**src/rtl/coast_pkg.sv**
```systemverilog
package coast_pkg;
  // strobes from the control to the line datapath
  typedef struct packed {
    logic clrLine;    // restart the line count at a new frame
    logic incLine;    // one horizontal sync period has passed
    logic latchLen;   // store the finished frame's length
    logic predictEn;  // a frame length is known, early opening allowed
  } lineCtl_t;
endpackage

```
**src/rtl/coast_dp.sv**
```systemverilog
module coast_dp
  import coast_pkg::*;
#(
  parameter int LINE_W = 12,
  parameter int PRE_W  = 8
) (
  input  logic             clk,
  input  logic             rstN,
  input  lineCtl_t         ctl,
  input  logic [PRE_W-1:0] preLines,
  output logic             preHit
);
  localparam int SUM_W = ((LINE_W > PRE_W) ? LINE_W : PRE_W) + 1;
  localparam logic [LINE_W-1:0] LINE_MAX = '1;

  logic [LINE_W-1:0] lineCnt;
  logic [LINE_W-1:0] frameLen;
  logic [SUM_W-1:0]  reach;

  always_ff @(posedge clk or negedge rstN) begin
    if (!rstN) begin
      lineCnt  <= '0;
      frameLen <= '0;
    end else if (ctl.clrLine) begin
      if (ctl.latchLen) frameLen <= lineCnt;
      lineCnt <= ctl.incLine ? LINE_W'(1) : '0;
    end else if (ctl.incLine && lineCnt != LINE_MAX) begin
      lineCnt <= lineCnt + LINE_W'(1);
    end
  end

  // count + pre >= length avoids underflow when pre exceeds the length
  always_comb begin
    reach  = SUM_W'(lineCnt) + SUM_W'(preLines);
    preHit = ctl.predictEn && (preLines != '0) && (reach >= SUM_W'(frameLen));
  end
endmodule

```
**src/rtl/coast_ctrl.sv**
```systemverilog
module coast_ctrl
  import coast_pkg::*;
#(
  parameter int PRE_W = 8
) (
  input  logic             clk,
  input  logic             rstN,
  input  logic             hsTick,
  input  logic             vsLead,
  input  logic             vsTrail,
  input  logic [PRE_W-1:0] postLines,
  input  logic             preHit,
  output lineCtl_t         ctl,
  output logic             coast
);
  logic             inVs;
  logic             seenLead;
  logic             lenValid;
  logic [PRE_W-1:0] postLeft;

  always_ff @(posedge clk or negedge rstN) begin
    if (!rstN) begin
      inVs     <= 1'b0;
      seenLead <= 1'b0;
      lenValid <= 1'b0;
    end else if (vsLead) begin
      inVs     <= 1'b1;
      seenLead <= 1'b1;
      if (seenLead) lenValid <= 1'b1;
    end else if (vsTrail) begin
      inVs <= 1'b0;
    end
  end

  // the trailing strobe loads; a coincident line strobe is not counted
  always_ff @(posedge clk or negedge rstN) begin
    if (!rstN)                            postLeft <= '0;
    else if (vsTrail)                     postLeft <= postLines;
    else if (hsTick && postLeft != '0)    postLeft <= postLeft - PRE_W'(1);
  end

  always_comb begin
    ctl.clrLine   = vsLead;
    ctl.incLine   = hsTick;
    ctl.latchLen  = vsLead && seenLead;
    ctl.predictEn = lenValid;
    coast         = inVs || (postLeft != '0) || preHit;
  end
endmodule

```
**src/rtl/coast_window.sv**
```systemverilog
module coast_window
  import coast_pkg::*;
#(
  parameter int LINE_W = 12,
  parameter int PRE_W  = 8
) (
  input  logic             clk,
  input  logic             rstN,
  input  logic             hsTick,
  input  logic             vsLead,
  input  logic             vsTrail,
  input  logic [PRE_W-1:0] preLines,
  input  logic [PRE_W-1:0] postLines,
  output logic             coast
);
  lineCtl_t ctl;
  logic     preHit;

  coast_ctrl #(.PRE_W(PRE_W)) ctrl (
    .clk(clk), .rstN(rstN), .hsTick(hsTick), .vsLead(vsLead),
    .vsTrail(vsTrail), .postLines(postLines), .preHit(preHit),
    .ctl(ctl), .coast(coast)
  );

  coast_dp #(.LINE_W(LINE_W), .PRE_W(PRE_W)) dp (
    .clk(clk), .rstN(rstN), .ctl(ctl), .preLines(preLines), .preHit(preHit)
  );
endmodule

```
**config.mk**
```make
export PLATFORM = sky130hd
export DESIGN_NAME = coast_window
export DESIGN_NICKNAME = d
export VERILOG_FILES = /design/src/rtl/coast_pkg.sv /design/src/rtl/coast_dp.sv /design/src/rtl/coast_ctrl.sv /design/src/rtl/coast_window.sv
export SDC_FILE = /design/constraint.sdc
export NUM_CORES = 1
export LEC_CHECK = 0
export ABC_AREA = 1
export BUFFER_PORTS_ARGS = -buffer_cell sky130_fd_sc_hd__buf_2
export CORE_MARGIN = 5
export CORE_UTILIZATION = 59
export CTS_BUF_LIST = sky130_fd_sc_hd__clkbuf_16
export CTS_CLUSTER_SIZE = 10
export DETAILED_ROUTE_END_ITERATION = 16
export GPL_TIMING_DRIVEN = 0
export PLACE_DENSITY = 0.77
export SETUP_SLACK_MARGIN = 0.05
export SYNTH_ARGS = -nofsm -noshare
export SYNTH_HDL_FRONTEND = slang
export SYNTH_SLANG_ARGS = --single-unit
```
**constraint.sdc**
```tcl
create_clock -name clk -period 2.95 [get_ports clk]
set_input_delay 0.295 -clock clk [delete_from_list [all_inputs] [get_ports clk]]
set_output_delay 0.295 -clock clk [all_outputs]
set_load 0.05 [all_outputs]
```
==> impl_metrics.env <==
export IMPL_grt_pass1_wl_um=9830
export IMPL_synth_seq_cells=35
export IMPL_firstDrtPassIters=5
export IMPL_post_route_util_pct=71.4
export IMPL_hold_buffers=0
export IMPL_synth_edf_count=0
export IMPL_fin_cells=414
export IMPL_cts_root_buf="clkbuf_16"
export IMPL_fin_crit_sh_pct=107
export IMPL_cts_buffer_depth=2
export IMPL_async_reset_ff_share_pct=100
export IMPL_wire_per_inst_um=13.7
export IMPL_cellPowerDensity_nw_per_um2=462
export IMPL_post_synth_top_area_fraction_pct=35.0
export IMPL_rows=23
export IMPL_dieArea_um2=5640
export IMPL_p_sw_share_pct=26.5
export IMPL_start_util_pct=61.6
export IMPL_ant_nets=0
export IMPL_rsz0062_at_grt="true"
export IMPL_gpl_final_weighted_congestion=0.920
export IMPL_core_area_um2=4060
export IMPL_maxCapViolCount=0
export IMPL_violations="negative setup slack"
export IMPL_clock_sinks=35
export IMPL_start_kind="flop"
export IMPL_io_buffers=21
export IMPL_final_cell_area_um2=2900
export IMPL_synth_area_top_cells="dfrtp_1 35%, nand2_1 13%, ha_1 12%, inv_1 6.5%, nor2_1 5.4%"
export IMPL_drc=0
export IMPL_leakagePower_nw=1.40
export IMPL_setup_violations=1
export IMPL_met2_length_um=2810
export IMPL_ios=22
export IMPL_fmax_mhz=317
export IMPL_relSlewSlack_pct=46.6
export IMPL_dp_hpwl_um=4310
export IMPL_via_per_inst=5.36
export IMPL_grt_overflow=0
export IMPL_dieHeight_um=75.1
export IMPL_synth_area_um2=2500
export IMPL_arrival_ns=2.86
export IMPL_grt_total_usage_pct=23.2
export IMPL_power_frac_seq_pct=39.0
export IMPL_drt_met1_wl_um=2610
export IMPL_pwr_share_comb_pct=16.5
export IMPL_setup_tns_final_ns=-0.208
export IMPL_drtIter0Drc=120
export IMPL_clk_latency_ns=0.28
export IMPL_cts_buffers=5
export IMPL_dp_cells=405
export IMPL_cts_tree="done"
export IMPL_drv_slew=0
export IMPL_grt_pass1_vias=2133
export IMPL_outcome="finished with violations"
export IMPL_clkPwrFrac_pct=44.4
export IMPL_htreeDepth=2
export IMPL_synthCells=334
export IMPL_synth_flop_cell="dfrtp_1"
export IMPL_p_switching_w=0.000354
export IMPL_avgSynthCellArea_um2=7.49
export IMPL_synth_warnings=0
export IMPL_hp_class="in2async"
export IMPL_layout_drive_gt1_share_pct=16.8
export IMPL_critPathMaxFanout=3
export IMPL_ys_types=34
export IMPL_synth_commonest_cells="85 x nand2_1, 43 x inv_1, 36 x nor2_1"
export IMPL_vias=2220
export IMPL_skew_ns=0.00250
export IMPL_syn_nets=379
export IMPL_end_kind="output pin"
export IMPL_routed_top_layer="met4"
export IMPL_synth_top_cell_by_area="dfrtp_1"
export IMPL_place_area_um2=2670
export IMPL_routed_wl_met3_um=220
export IMPL_finalWirelength_um=5690
export IMPL_critPathKind="reg2out"
export IMPL_num_nets_final=408
export IMPL_min_period_ns=3.16
export IMPL_finalPower_w=0.00134
export IMPL_synthToLayoutAreaGrowth_pct=15.9
export IMPL_synth_most_common_cell="nand2_1"
export IMPL_required_ns=2.65
export IMPL_p_int_w=0.000983
export IMPL_num_antenna_cells=0
export IMPL_grt_max_degree=36
export IMPL_ys_seq_area_share_pct=35.0
export IMPL_clk_pin_slew_ns=0.05
export IMPL_tightest_slew_ns=0.802
export IMPL_worst_slack_ns=-0.208
export IMPL_hold_viol_final=0
export IMPL_antenna_found_initial=0
export IMPL_die_w_um=75.1
export IMPL_ir_worst_vdd_v=0.000422
## cells in the final DEF, fill, tap and decap left out, drive strengths merged, types with 2 or more instances in the layout
cell type | netlist | routed
xnor2 | 3 | 3
nand4 | 2 | 2
nor3 | 4 | 4
a21oi | 17 | 17
nor2 | 38 | 38
nor4 | 2 | 2
o21ai | 24 | 24
ha | 23 | 23
nand3 | 18 | 18
nand2 | 89 | 89
inv | 46 | 46
clkbuf | 2 | 7
o211ai | 7 | 7
buf | 1 | 23
clkinv | 2 | 4
a21o | 3 | 3
xor2 | 12 | 12
dfrtp | 35 | 35
## flip-flops by register name, indices dropped and copies added, names as in the netlist
name / flops
dp.frameLen: 12
dp.lineCnt: 12
ctrl.postLeft: 8
ctrl.inVs: 1
ctrl.lenValid: 1
ctrl.seenLead: 1
## power groups by stage
stage	Clock (W)	Combinational [W]	Sequential, W
CTS	0.000604	0.000221	0.000522
detailed placement	0	0.000215	0.000530
finish	0.000594	0.000221	0.000522
global placement	0	0.000209	0.000530
global route	0.000626	0.000260	0.000525
floorplan	0	0.000150	0.000526
## final cells by class
cell class                 count  area, um^2
multi-input combinational    248        1470
fill                         352        1160
sequential                    35         877
inverter                      48         183
clock buffer                   5         125
timing repair buffer          22         123
tap                           50        62.6
clock inverter                 3        38.8
buffer                         3        15.0
## what timing repair did
action                     in CTS  in global routing
cloned                          0                  0
setup endpoints to repair       1                  1
gates resized for setup         9                  7
buffers inserted                1                  0
pin swaps                       2                  5
## per-stage QoR
stage,setup WS (ns),hold WS [ns]
2_1_floorplan,0.101,-0.000591
3_3_place_gp,-0.107,0.419
3_5_place_dp,-0.143,0.426
4_1_cts,-0.204,0.128
5_1_grt,-0.332,0.159
6_report,-0.208,0.103
## worst max-delay path: stages (launching register included)
cell	delay, ns
dfrtp_1	0.36
ha_2	0.20
inv_2	0.04
fa_2	0.34
nand3b_1	0.18
nand2_2	0.11
nand3_2	0.09
nand3_4	0.09
nand3_2	0.08
xor2_1	0.15
ha_1	0.28
a21o_1	0.16
a21oi_1	0.11
nand3_1	0.10
nand2_1	0.08
nand2_2	0.06
buf_8	0.15
## routing by layer
layer | GRT usage (%) | vias up
met5 | 0 | -
met1 | 30.7 | 1031
met3 | 4.01 | 5
met2 | 39.2 | 46
met4 | 6.52 | 0
li1 | - | 1138
## cell families after synthesis
group | share of synthesized area [%]
simple gates | 27.1
compound gates | 12.4
flops | 35.0
buf+inv | 7.90
fa+ha+maj | 12.3
xor+xnor | 5.25
## path summary, 6_finish.rpt
kind                                from                to  slack [ns]  cells after the start
min in group clk            postLines[7]  ctrl.postLeft[7]        0.25                      3
hold / removal                      rstN     dp.lineCnt[2]        0.10                      1
setup / recovery           dp.lineCnt[0]             coast       -0.21                     16
max in group asynchronous           rstN     dp.lineCnt[3]        2.30                      1
setup reg to reg           dp.lineCnt[0]     dp.lineCnt[9]        1.23                     11
hold reg to reg            ctrl.lenValid     ctrl.lenValid        0.45                      2
(Power assumes the default switching activity.)
